## src/rtl/csbus_pkg.sv

```systemverilog
package csbus_pkg;

    localparam int DATA_W = 32;

    typedef enum logic [2:0] {
        ST_IDLE,
        ST_BEAT,
        ST_GAP,
        ST_RECOV,
        ST_DONE
    } seq_state_e;

    typedef struct packed {
        logic [1:0] port;
        logic [1:0] dead;
        logic [1:0] hold;
        logic       burst;
    } cs_cfg_t;

    // log2 of a byte count from a 2-bit code, code 3 treated as 4 bytes
    function automatic logic [1:0] code_log2(input logic [1:0] code);
        return (code == 2'd3) ? 2'd2 : code;
    endfunction

    function automatic logic [1:0] tsiz_of(input logic [2:0] nbytes);
        case (nbytes)
            3'd1:    return 2'b01;
            3'd2:    return 2'b10;
            default: return 2'b00;
        endcase
    endfunction

    function automatic logic [DATA_W-1:0] lane_mask(input logic [2:0] nbytes);
        case (nbytes)
            3'd1:    return 32'h0000_00FF;
            3'd2:    return 32'h0000_FFFF;
            default: return 32'hFFFF_FFFF;
        endcase
    endfunction

endpackage

```

## src/rtl/csbus_decode.sv

```systemverilog
module csbus_decode #(
    parameter int NUM_CS = 4,
    parameter int ADDR_W = 32,
    parameter int SPAN_W = 5,
    parameter int IDX_W  = 2
) (
    input  logic [ADDR_W-1:0]        addr,
    input  logic [NUM_CS*ADDR_W-1:0] cfg_base,
    input  logic [NUM_CS*SPAN_W-1:0] cfg_span,
    output logic                     hit,
    output logic [IDX_W-1:0]         sel_idx
);

    logic [NUM_CS-1:0] match;

    for (genvar g = 0; g < NUM_CS; g++) begin : g_region
        logic [ADDR_W-1:0] base_g;
        logic [SPAN_W-1:0] span_g;
        logic [ADDR_W-1:0] keep_g;
        assign base_g   = cfg_base[g*ADDR_W +: ADDR_W];
        assign span_g   = cfg_span[g*SPAN_W +: SPAN_W];
        assign keep_g   = {ADDR_W{1'b1}} << span_g;
        assign match[g] = ((addr ^ base_g) & keep_g) == '0;
    end

    // lowest index has priority
    always_comb begin
        sel_idx = '0;
        for (int i = NUM_CS - 1; i >= 0; i--) begin
            if (match[i]) sel_idx = IDX_W'(i);
        end
    end

    assign hit = |match;

endmodule

```

## src/rtl/csbus_plan.sv

```systemverilog
module csbus_plan
    import csbus_pkg::*;
(
    input  logic [1:0] size_code,
    input  logic [1:0] port_code,
    output logic [2:0] beat_bytes,
    output logic [2:0] beat_count,
    output logic [1:0] beat_tsiz
);

    logic [1:0] size_lg;
    logic [1:0] port_lg;
    logic [1:0] beat_lg;

    always_comb begin
        size_lg    = code_log2(size_code);
        port_lg    = code_log2(port_code);
        beat_lg    = (size_lg < port_lg) ? size_lg : port_lg;
        beat_bytes = 3'd1 << beat_lg;
        beat_count = 3'd1 << (size_lg - beat_lg);
        beat_tsiz  = tsiz_of(beat_bytes);
    end

endmodule

```

## src/rtl/csbus_seq.sv

```systemverilog
module csbus_seq
    import csbus_pkg::*;
#(
    parameter int NUM_CS = 4,
    parameter int ADDR_W = 32,
    parameter int IDX_W  = 2
) (
    input  logic              clk,
    input  logic              rst,
    input  logic              req_valid,
    output logic              req_ready,
    input  logic [ADDR_W-1:0] req_addr,
    input  logic              req_write,
    input  logic [DATA_W-1:0] req_wdata,
    input  logic              dec_hit,
    input  logic [IDX_W-1:0]  dec_idx,
    input  logic [1:0]        sel_dead,
    input  logic [1:0]        sel_hold,
    input  logic              sel_burst,
    input  logic [2:0]        plan_bytes,
    input  logic [2:0]        plan_count,
    input  logic [1:0]        plan_tsiz,
    output logic              rsp_done,
    output logic [DATA_W-1:0] rsp_rdata,
    output logic              rsp_err,
    output logic [NUM_CS-1:0] ext_cs,
    output logic [ADDR_W-1:0] ext_addr,
    output logic [1:0]        ext_tsiz,
    output logic              ext_rd,
    output logic              ext_wr,
    output logic              ext_burst,
    output logic [DATA_W-1:0] ext_wdata,
    input  logic [DATA_W-1:0] ext_rdata
);

    seq_state_e        st_q;
    logic [IDX_W-1:0]  idx_q;
    logic [1:0]        dead_q, hold_q;
    logic              burst_q, multi_q, we_q, err_q;
    logic [ADDR_W-1:0] addr_q;
    logic [DATA_W-1:0] wdata_q, rdata_q;
    logic [2:0]        bytes_q, left_q;
    logic [1:0]        tsiz_q, off_q, cnt_q;

    logic              in_beat;
    logic [DATA_W-1:0] beat_mask;
    logic [4:0]        shamt;
    logic [1:0]        recov;

    assign in_beat   = (st_q == ST_BEAT);
    assign beat_mask = lane_mask(bytes_q);
    assign shamt     = {off_q, 3'b000};
    assign recov     = we_q ? hold_q : dead_q;

    always_ff @(posedge clk) begin
        if (rst) begin
            st_q    <= ST_IDLE;
            idx_q   <= '0;
            dead_q  <= '0;
            hold_q  <= '0;
            burst_q <= 1'b0;
            multi_q <= 1'b0;
            we_q    <= 1'b0;
            err_q   <= 1'b0;
            addr_q  <= '0;
            wdata_q <= '0;
            rdata_q <= '0;
            bytes_q <= 3'd1;
            left_q  <= '0;
            tsiz_q  <= '0;
            off_q   <= '0;
            cnt_q   <= '0;
        end else begin
            case (st_q)
                ST_IDLE: begin
                    if (req_valid) begin
                        idx_q   <= dec_idx;
                        dead_q  <= sel_dead;
                        hold_q  <= sel_hold;
                        burst_q <= sel_burst;
                        multi_q <= (plan_count != 3'd1);
                        we_q    <= req_write;
                        err_q   <= !dec_hit;
                        addr_q  <= req_addr;
                        wdata_q <= req_wdata;
                        rdata_q <= '0;
                        bytes_q <= plan_bytes;
                        left_q  <= plan_count - 3'd1;
                        tsiz_q  <= plan_tsiz;
                        off_q   <= '0;
                        st_q    <= dec_hit ? ST_BEAT : ST_DONE;
                    end
                end
                ST_BEAT: begin
                    if (!we_q) begin
                        rdata_q <= rdata_q | ((ext_rdata & beat_mask) << shamt);
                    end
                    if (left_q == 3'd0) begin
                        if (recov != 2'd0) begin
                            cnt_q <= recov;
                            st_q  <= ST_RECOV;
                        end else begin
                            st_q  <= ST_DONE;
                        end
                    end else begin
                        addr_q <= addr_q + ADDR_W'(bytes_q);
                        off_q  <= off_q + bytes_q[1:0];
                        left_q <= left_q - 3'd1;
                        st_q   <= burst_q ? ST_BEAT : ST_GAP;
                    end
                end
                ST_GAP: begin
                    st_q <= ST_BEAT;
                end
                ST_RECOV: begin
                    cnt_q <= cnt_q - 2'd1;
                    if (cnt_q == 2'd1) st_q <= ST_DONE;
                end
                ST_DONE: begin
                    st_q <= ST_IDLE;
                end
                default: begin
                    st_q <= ST_IDLE;
                end
            endcase
        end
    end

    for (genvar g = 0; g < NUM_CS; g++) begin : g_cs
        assign ext_cs[g] = in_beat && (idx_q == IDX_W'(g));
    end

    assign ext_rd    = in_beat && !we_q;
    assign ext_wr    = in_beat && we_q;
    assign ext_addr  = in_beat ? addr_q : '0;
    assign ext_tsiz  = in_beat ? tsiz_q : 2'b00;
    assign ext_burst = in_beat && burst_q && multi_q;
    assign ext_wdata = (in_beat && we_q) ? ((wdata_q >> shamt) & beat_mask) : '0;

    assign req_ready = (st_q == ST_IDLE);
    assign rsp_done  = (st_q == ST_DONE);
    assign rsp_err   = rsp_done && err_q;
    assign rsp_rdata = rsp_done ? rdata_q : '0;

endmodule

```

## src/rtl/csbus_ctrl.sv

```systemverilog
module csbus_ctrl
    import csbus_pkg::*;
#(
    parameter int NUM_CS = 4,
    parameter int ADDR_W = 32,
    parameter int SPAN_W = 5
) (
    input  logic                     clk,
    input  logic                     rst,
    input  logic                     req_valid,
    output logic                     req_ready,
    input  logic [ADDR_W-1:0]        req_addr,
    input  logic [1:0]               req_size,
    input  logic                     req_write,
    input  logic [DATA_W-1:0]        req_wdata,
    output logic                     rsp_done,
    output logic [DATA_W-1:0]        rsp_rdata,
    output logic                     rsp_err,
    input  logic [NUM_CS*ADDR_W-1:0] cfg_base,
    input  logic [NUM_CS*SPAN_W-1:0] cfg_span,
    input  logic [NUM_CS*2-1:0]      cfg_port,
    input  logic [NUM_CS*2-1:0]      cfg_dead,
    input  logic [NUM_CS*2-1:0]      cfg_hold,
    input  logic [NUM_CS-1:0]        cfg_burst,
    output logic [NUM_CS-1:0]        ext_cs,
    output logic [ADDR_W-1:0]        ext_addr,
    output logic [1:0]               ext_tsiz,
    output logic                     ext_rd,
    output logic                     ext_wr,
    output logic                     ext_burst,
    output logic [DATA_W-1:0]        ext_wdata,
    input  logic [DATA_W-1:0]        ext_rdata
);

    localparam int IDX_W = (NUM_CS > 1) ? $clog2(NUM_CS) : 1;

    cs_cfg_t          cfg_arr [NUM_CS];
    cs_cfg_t          sel_cfg;
    logic             dec_hit;
    logic [IDX_W-1:0] dec_idx;
    logic [2:0]       plan_bytes, plan_count;
    logic [1:0]       plan_tsiz;

    for (genvar g = 0; g < NUM_CS; g++) begin : g_cfg
        assign cfg_arr[g] = {cfg_port[2*g +: 2], cfg_dead[2*g +: 2],
                             cfg_hold[2*g +: 2], cfg_burst[g]};
    end

    assign sel_cfg = cfg_arr[dec_idx];

    csbus_decode #(
        .NUM_CS (NUM_CS),
        .ADDR_W (ADDR_W),
        .SPAN_W (SPAN_W),
        .IDX_W  (IDX_W)
    ) decode_i (
        .addr     (req_addr),
        .cfg_base (cfg_base),
        .cfg_span (cfg_span),
        .hit      (dec_hit),
        .sel_idx  (dec_idx)
    );

    csbus_plan plan_i (
        .size_code  (req_size),
        .port_code  (sel_cfg.port),
        .beat_bytes (plan_bytes),
        .beat_count (plan_count),
        .beat_tsiz  (plan_tsiz)
    );

    csbus_seq #(
        .NUM_CS (NUM_CS),
        .ADDR_W (ADDR_W),
        .IDX_W  (IDX_W)
    ) seq_i (
        .clk        (clk),
        .rst        (rst),
        .req_valid  (req_valid),
        .req_ready  (req_ready),
        .req_addr   (req_addr),
        .req_write  (req_write),
        .req_wdata  (req_wdata),
        .dec_hit    (dec_hit),
        .dec_idx    (dec_idx),
        .sel_dead   (sel_cfg.dead),
        .sel_hold   (sel_cfg.hold),
        .sel_burst  (sel_cfg.burst),
        .plan_bytes (plan_bytes),
        .plan_count (plan_count),
        .plan_tsiz  (plan_tsiz),
        .rsp_done   (rsp_done),
        .rsp_rdata  (rsp_rdata),
        .rsp_err    (rsp_err),
        .ext_cs     (ext_cs),
        .ext_addr   (ext_addr),
        .ext_tsiz   (ext_tsiz),
        .ext_rd     (ext_rd),
        .ext_wr     (ext_wr),
        .ext_burst  (ext_burst),
        .ext_wdata  (ext_wdata),
        .ext_rdata  (ext_rdata)
    );

endmodule

```

## config.mk

```make
export PLATFORM = sky130hd
export DESIGN_NAME = csbus_ctrl
export DESIGN_NICKNAME = d
export VERILOG_FILES = /design/src/rtl/csbus_pkg.sv /design/src/rtl/csbus_decode.sv /design/src/rtl/csbus_plan.sv /design/src/rtl/csbus_seq.sv /design/src/rtl/csbus_ctrl.sv
export SDC_FILE = /design/constraint.sdc
export NUM_CORES = 1
export LEC_CHECK = 0
export BUFFER_PORTS_ARGS = -buffer_cell sky130_fd_sc_hd__buf_2
export CORE_MARGIN = 2
export CORE_UTILIZATION = 45
export CTS_CLUSTER_DIAMETER = 30
export DETAILED_ROUTE_END_ITERATION = 7
export GPL_ROUTABILITY_DRIVEN = 0
export PLACE_DENSITY_LB_ADDON = 0.05
export SETUP_SLACK_MARGIN = 0.5
export SLEW_MARGIN = 20
export SYNTH_ARGS = -nofsm -noshare
export SYNTH_HDL_FRONTEND = slang
export SYNTH_SLANG_ARGS = --single-unit
```

## constraint.sdc

```tcl
create_clock -name clk -period 4.4 [get_ports clk]
set_clock_uncertainty 0.15 [all_clocks]
set_input_delay 0.44 -clock clk [delete_from_list [all_inputs] [get_ports clk]]
set_output_delay 0.44 -clock clk [all_outputs]
set_load 0.05 [all_outputs]
```

After elaboration in Yosys (flattened, before gate mapping)
Index checks and enable logic that the tools add are counted.

word-level totals
  register bits = 121
  input bits = 278
  output and inout bits = 108
  logic and storage cells = 131

cells by class
  add/sub/neg operators = 6
  $lt $le $gt $ge = 2
  eq/ne operators = 21
  shift-type cells = 8
  multiplexer cells = 39
  bitwise gates (word level) = 12
  reduce and logical (&&, ||, !) cells = 27

operators with widths
  operator                                           count
  2-to-1 mux 32 bit                                  7
  AND 32 bit                                         6
  case mux 32 bit (2 select lines)                   3
  zero test 32 bit                                   4
  left shift 32 x 5 -> 32 bit, first input constant  4
  XOR 32 bit                                         4
  adder 32 x 3 -> 32 bit                             1
  bitwise OR 32 bit                                  1
  left shift 32 x 5 -> 32 bit                        1
  >> shifter 32 x 5 -> 32 bit                        1
  2-to-1 mux 2 bit                                   14
  2-to-1 mux 3 bit                                   7
  binary-select mux 7 bit (select 2 bit)             1
  2-to-1 mux 7 bit                                   2
  == test 3 x 2 -> 1 bit, second input constant      4
  case mux 2 bit (2 select lines)                    3
  case mux 3 bit (4 select lines)                    1
  != test 2 bit, second input constant               5
  == test 3 x 1 -> 1 bit, second input constant      3
  logical AND 1 bit                                  9
  AND reduction 3 bit                                3
  == test 2 bit, second input constant               4
  zero test 3 bit                                    2
  case mux 3 bit (2 select lines)                    1
  other kinds (17)                                   24

Depth between registers and ports, before layout
Gate-level depths: netlist of run 1.

  depth after elaboration = 20
  depth in mapped cells = 21
  mapped depth without buffers = 18

Cells and area by module
From an unflattened synthesis of run 1, not the netlist that was laid out.

second synthesis, totals
  cells, all modules = 1373
  area, all modules = 10204.8 sq um

modules (own cells, without submodules)
  module        times used  cells each  area each (sq um)  sequential area each (sq um)
  csbus_seq     1           973         7304.5             2422.3
  csbus_decode  1           368         2567.5             0.0
  csbus_ctrl    1           9           172.7              0.0
  csbus_plan    1           23          160.2              0.0

Worst setup path after synthesis of run 1
OpenSTA, ideal clock, no wires.

  path type = input port to flip-flop
  start point = input req_addr[26]
  end point = register seq_i.left_q[2]
  library setup time = 0.132 ns
  arrival time = 4.115 ns
  required time = 4.118 ns
  slack = 0.003 ns
  stages on the path = 19
  buffers on the path = 1
  cells stage by stage = clkbuf_1 -> xnor2_1 -> o211ai_1 -> o22a_1 -> or4_1 -> a21oi_1 -> a2111oi_0 -> a211o_1 -> a32oi_1 -> inv_1 -> ha_1 -> nor2b_1 -> a221o_1 -> o221a_4 -> ha_1 -> xnor2_1 -> nor2_1 -> nor3_1 -> nor3_1

on the way
  longest elaborated chain between the ends = 20
  elaborated cells on any way between the ends = 29
  classes of those cells = add/sub: 2; order compare: 1; eq/ne: 1; shift: 1; mux: 11; bitwise: 9; reduce/logical: 4

RTL lines
  what                                                     line                RTL
  start: declaration                                       csbus_ctrl.sv:12    input logic [ADDR_W-1:0] req_addr,
  XOR 32 bit                                               csbus_decode.sv:23  assign match[g] = ((addr ^ base_g) & keep_g) == '0;
  AND 32 bit                                               csbus_decode.sv:23
  zero test 32 bit                                         csbus_decode.sv:23
  2-to-1 mux 2 bit (3 in a row)                            csbus_decode.sv:30  if (match[i]) sel_idx = IDX_W'(i);
  2-to-1 mux 2 bit (*)                                     csbus_decode.sv:30
  inverter 2 -> 3 bit (not written as such) (*)            csbus_ctrl.sv:49    assign sel_cfg = cfg_arr[dec_idx];
  binary-select mux 7 bit (select 2 bit) (*)               csbus_ctrl.sv:49
  2-to-1 mux 7 bit (not written as such) (*) (2 in a row)  csbus_ctrl.sv:49
  == test 2 bit                                            csbus_pkg.sv:22     return (code == 2'd3) ? 2'd2 : code;
  2-to-1 mux 2 bit (*)                                     csbus_pkg.sv:22
  < comparator 2 bit                                       csbus_plan.sv:18    beat_lg = (size_lg < port_lg) ? size_lg : port_lg;
  2-to-1 mux 2 bit (*)                                     csbus_plan.sv:18
  subtractor 2 bit (*)                                     csbus_plan.sv:20    beat_count = 3'd1 << (size_lg - beat_lg);
  left shift 1 x 2 -> 3 bit (*)                            csbus_plan.sv:20
  subtractor 3 x 1 -> 3 bit (*)                            csbus_seq.sv:88     left_q <= plan_count - 3'd1;
  2-to-1 mux 3 bit (*)                                     csbus_seq.sv:76     if (req_valid) begin
  case mux 3 bit (2 select lines) (*)                      csbus_seq.sv:74     case (st_q)
  end signal: assignment                                   csbus_seq.sv:88
  end signal: assignment                                   csbus_seq.sv:108    left_q <= left_q - 3'd1;
  end: declaration                                         csbus_seq.sv:42     logic [2:0] bytes_q, left_q;

Mark *: on every way between the ends. The rest lies on a longest branch, timed or not. The select of a mux whose other input is x is not followed.
A chain may end at the register's enable or synchronous reset.

Worst setup path in the final report of run 1
  start point = input req_addr[22]
  end point = register seq_i.left_q[2]

Same word-level chain as after synthesis.

==> impl_metrics.csv, run 1 <==
group,metric,value,unit
power_and_ir_drop,p_int,0.00244,W
yosys,yosysTopAreaCellShare,25.2,%
global_routing,grt_max_degree,79,
floorplanning,die_h,150,um
worst_setup_path,worstPathRequired,4.52,ns
power_and_ir_drop,switching_share,30.9,%
finish,syn2layout_area_growth,33.2,%
yosys,ys_types,69,
drt,dr.pass1.iters,7,
worst_hold_path,min_to,"seq_i.wdata_q[20]",
job,drv_cap,0,
power_and_ir_drop,combPwrFrac,23.2,%
worst_setup_path,cp-start-kind,"primary input",
finish,post-route-cell-area,12700,sq um
floorplanning,die_x,150,um
run_status,status,"finished clean",
worst_setup_path,r2r_end,"seq_i.addr_q[30]",
sta,drv_slew,0,
drt,ant_nets,0,
drt,drt_iter0_markers,955,
worst_setup_path,cp-end-kind,"flop",
global_routing,overflow,0,
yosys,synthFlopType,"dfxtp_1",
power_and_ir_drop,power,0.00352,W
sta,tns,0,ns
cts,insertion_delay,0.42,ns
worst_setup_path,startpoint,"req_addr[22]",
floorplanning,core-area,20900,sq um
yosys,synth_top_cell_by_area,"dfxtp_1",
yosys,synthArstFlopShare,0,%
drt,vias,11300,
floorplanning,rows,53,
cts,clockBufferDepth,2,
cts,cts_buffers,17,
drt,viasPerCell,5.77,
floorplanning,ios,386,
cts,cts_root_buf,"clkbuf_16",
drt,post_drt_wl_per_cell,20.0,um
yosys,yosys_register_bits,120,
worst_hold_path,holdCritPathClass,"in -> reg",
placed_design,dpl.hpwl,29.7,mm
placed_design,placement.io_buffers,385,
finish,mostFrequentLayoutCells,"buf_2 (367), nand2_1 (145), nor2_1 (144), a21oi_1 (135), dfxtp_1 (119)",
worst_setup_path,max_stage_delay,0.54,ns
yosys,synth_area_leaders,"dfxtp_1 (25%), xor2_1 (8.1%), a21oi_1 (7.3%), nand2_1 (5.8%), nor2_1 (5.7%)",
worst_setup_path,crit_arrival,3.93,ns
drt,drc,0,
worst_setup_path,rrSetupSlack,1.10,ns
floorplanning,initial_core_util,45.7,%
yosys,synthCells,1334,
global_routing,grt_usage,33.4,%
global_routing,antenna_found_initial,6,
worst_setup_path,path_class,"in -> reg",
sta,hold_viol,0,
yosys,syn_area_per_cell,7.15,sq um
sta,timing.slew.headroom,43.5,%
sta,rsz0062_at_grt,"yes",
finish,drive_above_1_share,31.6,%
finish,fillers,2045,
power_and_ir_drop,leakage,5.74,nW
finish,nets,1953,
worst_setup_path,rr_worst_depth,11,
floorplanning,dieArea,22400,sq um
sta,layout_min_cycle_time,3.81,ns
placed_design,placed_area,11700,sq um
yosys,synth_edf_count,0,
global_routing,grt_pass1_vias,10300,
global_routing,grt_pass1_wl,58.0,mm
power_and_ir_drop,ir_drop,0.258,mV
power_and_ir_drop,powerDensity,277,nW/um^2
drt,drt-total-wl,39.1,mm
yosys,yosys_warnings,0,
sta,period_share,86.5,%
yosys,syn_nets,1624,
sta,fmax,0.263,GHz
cts,htreeDepth,4,
power_and_ir_drop,p_seq_share,34.0,%
finish,layout_commonest_cell,"buf_2",
power_and_ir_drop,pwr-share-clk,42.8,%
worst_setup_path,slowest_stage,"or4_4",
yosys,ys_seq_area_share,25.2,%
cts,numClockSinks,120,
sta,finalSetupViolations,0,
worst_setup_path,path_max_fanout,5,
worst_hold_path,min_from,"req_wdata[20]",
worst_setup_path,crit_chain,"buf_12 > xnor2_4 > o211ai_1 > o22a_1 > or4_4 > a21oi_4 > a2111oi_4 > a211o_1 > a32oi_2 > inv_1 > ha_1 > nor2b_4 > a221o_1 > o221a_4 > ha_4 > xnor2_4 > nor2_1 > nor3_1 > nor3_1",
sta,worstMarginPinSlew,0.847,ns
yosys,netlist_area,9540,sq um
power_and_ir_drop,power_switching,0.00109,W
worst_setup_path,rr_startpoint,"seq_i.tsiz_q[1]",
worst_hold_path,timing.hold.worst_path_depth,3,
cts,clk_pin_slew,0.07,ns
cts,cts_tree,"done",
[cell families after synthesis]
group	Yosys count	share of synthesized area (%)
adder cells (fa/ha/maj)	14	1.86
buffers and inverters	150	6.40
AND/OR/NAND/NOR	494	24.3
flip-flops	120	25.2
multiplexers	37	4.00
AO/OA/AOI/OAI	387	25.9
XOR/XNOR	132	12.4
[worst max-delay path by stage]
| stage | end | cells past startpoint |
|---|---|---|
| after floorplan | seq_i.left_q[2] | 20 |
| after global placement | seq_i.left_q[2] | 19 |
| after detailed placement | seq_i.left_q[2] | 19 |
| after CTS | seq_i.left_q[2] | 19 |
| after global routing | seq_i.left_q[2] | 19 |
| final | seq_i.left_q[2] | 19 |
[cell usage after synthesis (4+ instances only)]
| cell type | number |
|---|---|
| a21o_1 | 6 |
| nor3_1 | 21 |
| a22oi_1 | 10 |
| nand4_1 | 9 |
| mux2i_1 | 28 |
| xor2_1 | 88 |
| a22o_1 | 16 |
| nand3_1 | 30 |
| or3_1 | 5 |
| buf_2 | 23 |
| o21ai_0 | 73 |
| ha_1 | 11 |
| nor4_1 | 9 |
| a21oi_1 | 139 |
| and3_1 | 45 |
| a31oi_1 | 11 |
| a221oi_1 | 21 |
| o211ai_1 | 4 |
| mux2_2 | 9 |
| o21a_1 | 5 |
| nand2_1 | 148 |
| nor2b_1 | 15 |
| a2bb2oi_1 | 7 |
| and2_1 | 43 |
| dfxtp_1 | 120 |
| o31ai_1 | 13 |
| o22ai_1 | 10 |
| nor2_1 | 145 |
| buf_1 | 9 |
| xnor2_1 | 41 |
| a211oi_1 | 37 |
| o2111ai_1 | 4 |
| inv_1 | 23 |
| clkbuf_1 | 91 |
| a41oi_1 | 4 |
| nand2b_1 | 7 |
[stage by stage]
stage | util, % | std cells | hold WS (ns) | setup WS [ns]
final | 60.8 | 1955 | 0.101 | 0.592
after global routing | 60.8 | 1955 | 0.103 | 0.414
after CTS | 59.3 | 1948 | 0.0861 | 0.506
after detailed placement | 56.1 | 1914 | 0.294 | 0.0254
after global placement | 56.1 | 1914 | 0.290 | 0.0704
after floorplan | - | 1334 | 0.279 | 0.277
[metal layers]
| metal | GRT usage, % | share of wire, % |
|---|---|---|
| met5 | 0 | 0.059 |
| met4 | 9.43 | 2.4 |
| met3 | 6.80 | 9.4 |
| met2 | 50.8 | 44 |
| met1 | 47.7 | 44 |
[state kept, by name, summed over array words and instances, names as in the netlist]
name,cells
seq_i.left_q,3
seq_i.hold_q,2
seq_i.err_q,1
seq_i.bytes_q,2
seq_i.tsiz_q,2
seq_i.addr_q,32
seq_i.cnt_q,2
seq_i.dead_q,2
seq_i.idx_q,2
seq_i.st_q,3
seq_i.multi_q,1
seq_i.burst_q,1
seq_i.we_q,1
seq_i.rdata_q,32
seq_i.wdata_q,32
seq_i.off_q,2
[power groups by stage]
stage,logic (W),registers (W),clock network (W)
floorplan,0.000471,0.00120,0
global placement,0.000752,0.00122,0
detailed placement,0.000755,0.00122,0
CTS,0.000762,0.00120,0.00153
global route,0.000884,0.00121,0.00158
finish,0.000816,0.00120,0.00151
[area by class of cell]
cell class                      instances  area [sq um]  share of cell area, %
Clock inverter                         13           179                   1.41
Timing Repair Buffer                  437          2420                   19.0
Clock buffer                           19           453                   3.57
Inverter                               23          86.3                  0.680
Tap cell                              275           344                   2.71
Sequential cell                       120          2400                   18.9
Antenna cell                            4          10.0                 0.0788
Multi-Input combinational cell       1064          6810                   53.6
[worst max-delay path, delay by kind of cell]
kind,cells,cell delay [ns]
compound gates,8,1.60
buf+inv,2,0.19
fa+ha+maj,2,0.44
xor+xnor,2,0.33
simple gates,5,0.92
[what timing repair did]
action,in CTS,in global routing
gates resized for setup,4,78
setup buffers,2,3
endpoints found under the setup margin,3,7
hold buffers,0,0
pin swaps,0,30
Power figures use the tool's default switching activity.
==> run 2, diff against run 1 <==
--- a/config.mk
+++ b/config.mk
@@ -5,9 +5,10 @@
 export SDC_FILE = /design/constraint.sdc
 export NUM_CORES = 1
 export LEC_CHECK = 0
+export ABC_AREA = 1
 export BUFFER_PORTS_ARGS = -buffer_cell sky130_fd_sc_hd__buf_2
 export CORE_MARGIN = 2
-export CORE_UTILIZATION = 45
+export CORE_UTILIZATION = 30
 export CTS_CLUSTER_DIAMETER = 30
 export DETAILED_ROUTE_END_ITERATION = 7
 export GPL_ROUTABILITY_DRIVEN = 0
==> impl_metrics.csv, run 2 <==
group,metric,value,unit
worst_setup_path,r2r_end,"seq_i.addr_q[30]",
drt,drc,0,
cts,clk_pin_slew,0.06,ns
floorplanning,die_h,190,um
sta,drv_slew,0,
worst_setup_path,path_max_fanout,15,
worst_setup_path,max_stage_delay,0.26,ns
power_and_ir_drop,leakage,6.44,nW
global_routing,antenna_found_initial,3,
worst_setup_path,path_class,"in -> reg",
finish,drive_above_1_share,23.1,%
sta,layout_min_cycle_time,3.46,ns
yosys,synth_compound_area_share,18.9,%
finish,mostFrequentLayoutCells,"nand2_1 (446), buf_2 (384), inv_1 (249), nor2_1 (196), o21ai_0 (148)",
sta,period_share,78.7,%
yosys,yosys.area_share.simple,33.9,%
placed_design,dpl.hpwl,35.0,mm
cts,cts_tree,"done",
yosys,synth_fa_ha_area_share,1.51,%
sta,fmax,0.289,GHz
finish,fillers,3903,
yosys,synth_commonest_cells,"nand2_1 (448), inv_1 (251), nor2_1 (197)",
floorplanning,core-area,34400,sq um
finish,syn2layout_area_growth,25.9,%
finish,layout_commonest_cell,"nand2_1",
worst_hold_path,min_from,"req_wdata[4]",
global_routing,grt_usage,24.8,%
sta,finalSetupViolations,0,
floorplanning,rows,68,
worst_hold_path,timing.hold.worst_path_depth,3,
worst_setup_path,worstPathRequired,4.60,ns
cts,cts_root_buf,"clkbuf_16",
sta,hold_viol,0,
worst_hold_path,holdCritPathClass,"in -> reg",
yosys,yosysMostFrequentCell,"nand2_1",
sta,rsz0062_at_grt,"yes",
power_and_ir_drop,ir_drop,0.184,mV
worst_setup_path,crit_arrival,3.66,ns
drt,post_drt_wl_per_cell,17.8,um
drt,dr.pass1.iters,5,
cts,clockBufferDepth,2,
sta,timing.slew.headroom,31.9,%
sta,worstMarginPinSlew,1.01,ns
drt,drt-total-wl,45.8,mm
yosys,netlist_area,10400,sq um
yosys,yosys_register_bits,120,
worst_setup_path,rr_startpoint,"seq_i.tsiz_q[1]",
yosys,muxShareOfSynthArea,0.0961,%
cts,insertion_delay,0.43,ns
drt,drt_iter0_markers,799,
worst_hold_path,min_to,"seq_i.wdata_q[4]",
yosys,synth_xor_area_share,8.07,%
yosys,syn_area_per_cell,5.83,sq um
floorplanning,ios,386,
drt,viasPerCell,4.90,
worst_setup_path,rr_worst_depth,15,
floorplanning,initial_core_util,30.3,%
yosys,synth_edf_count,0,
power_and_ir_drop,powerDensity,268,nW/um^2
finish,fin_util,38.1,%
floorplanning,dieArea,36200,sq um
finish,reg.largest.list,"seq_i.addr_q x32, seq_i.rdata_q x32, seq_i.wdata_q x32",
yosys,yosys_warnings,0,
finish,nets,2383,
drt,vias,12600,
yosys,ys_types,49,
yosys,synth_top_cell_by_area,"dfxtp_1",
worst_setup_path,slowest_stage,"ha_1",
run_status,status,"finished clean",
yosys,synthArstFlopShare,0,%
yosys,ys_seq_area_share,23.1,%
cts,numClockSinks,120,
yosys,synth_top_family_by_area,"simple AND/OR/NAND/NOR gates",
worst_setup_path,cp-start-kind,"primary input",
yosys,syn_nets,2076,
yosys,yosysTopAreaCellShare,23.1,%
global_routing,grt_pass1_wl,68.4,mm
cts,htreeDepth,4,
yosys,synthFlopType,"dfxtp_1",
placed_design,placement.io_buffers,385,
cts,cts_buffers,17,
worst_setup_path,rrSetupSlack,1.19,ns
yosys,synth_area_leaders,"dfxtp_1 (23%), nand2_1 (16%), inv_1 (9.0%), o21ai_0 (7.1%), nor2_1 (7.1%)",
job,drv_cap,0,
worst_setup_path,crit_top_cell,"nand2_1",
global_routing,overflow,0,
drt,ant_nets,0,
sta,tns,0,ns
yosys,synthCells,1786,
worst_setup_path,cp-end-kind,"flop",
global_routing,grt_pass1_vias,12000,
floorplanning,die_x,190,um
global_routing,grt_max_degree,86,
-- run 2: cell types whose count changed in the layout (fill, tap and decap cells not counted), sizes merged, moves of 18 or more --
cell    delta
nand2    +315
inv      +237
o21ai     +97
a21oi     -76
nand3     +76
nor2      +60
and2      -45
and3      -45
buf       -33
a31oi     +32
a211oi    -27
mux2i     -27
xnor2     -18
xor2      -18
-- run 2: worst max path at each step --
stage	startpoint	endpoint	slack, ns	depth (start not counted)
after floorplan	seq_i.st_q[0]	ext_wdata[10]	0.45	8
after global placement	cfg_span[9]	seq_i.left_q[2]	0.53	24
after detailed placement	cfg_span[9]	seq_i.left_q[2]	0.47	25
after CTS	seq_i.st_q[0]	ext_wdata[16]	0.85	9
after global routing	cfg_span[17]	seq_i.left_q[1]	0.49	29
final	cfg_span[17]	seq_i.left_q[2]	0.94	29
-- run 2: cell families (layout without fill, tap and decap cells) --
logic type / Yosys count / in the layout
other cells: 0 / 5
xor+xnor: 96 / 96
mux: 1 / 1
compound gates: 340 / 340
buf+inv: 376 / 696
flops: 120 / 120
simple gates: 841 / 841
fa+ha+maj: 12 / 12
-- run 2: routing by layer --
| metal | share of wire [%] | GRT usage (%) | vias up |
|---|---|---|---|
| li1 | - | - | 6345 |
| met1 | 44 | 31.5 | 5689 |
| met2 | 45 | 40.3 | 454 |
| met3 | 7.3 | 6.02 | 72 |
| met4 | 3.5 | 9.54 | 2 |
| met5 | 0.028 | 0 | - |
-- run 2: critical path: cells and delay by family --
| family | cells | cell delay, ns |
|---|---|---|
| xor+xnor | 1 | 0.23 |
| compound gates | 3 | 0.36 |
| buf+inv | 5 | 0.48 |
| simple gates | 18 | 1.69 |
| fa+ha+maj | 2 | 0.45 |
-- run 2: power breakdown --
group | switching [W] | internal [W]
registers | 0.0000501 | 0.00116
logic | 0.000597 | 0.000317
clock network | 0.000559 | 0.000834
total | 0.00121 | 0.00231
-- run 2: stage by stage --
step	cells	worst slack [ns]	instance area, sq um	hold WS (ns)	power (W)
finish	2566	0.935	13100	0.0469	0.00352
detailed placement	2529	0.467	12500	0.303	0.00214
CTS	2561	0.852	13100	0.0281	0.00356
floorplan	1786	0.452	10400	0.286	0.00179
global route	2561	0.488	13100	0.0506	0.00372
global placement	2529	0.527	12500	0.294	0.00214
-- run 2: layout make-up --
class	count	area [sq um]	area share, %
tap	455	569	4.34
sequential	120	2400	18.3
timing repair buffer	398	2030	15.5
antenna	5	12.5	0.0954
clock buffer	17	425	3.24
clock inverter	15	150	1.15
inverter	266	998	7.62
multi-input combinational	1290	6520	49.8
-- run 2: timing repair --
action / 4_1_cts / 5_1_grt
endpoints found under the setup margin: 0 / 3
setup buffers: 0 / 0
resized for setup: 0 / 3
hold buffers: 0 / 0
hold endpoints to repair: 0 / 0
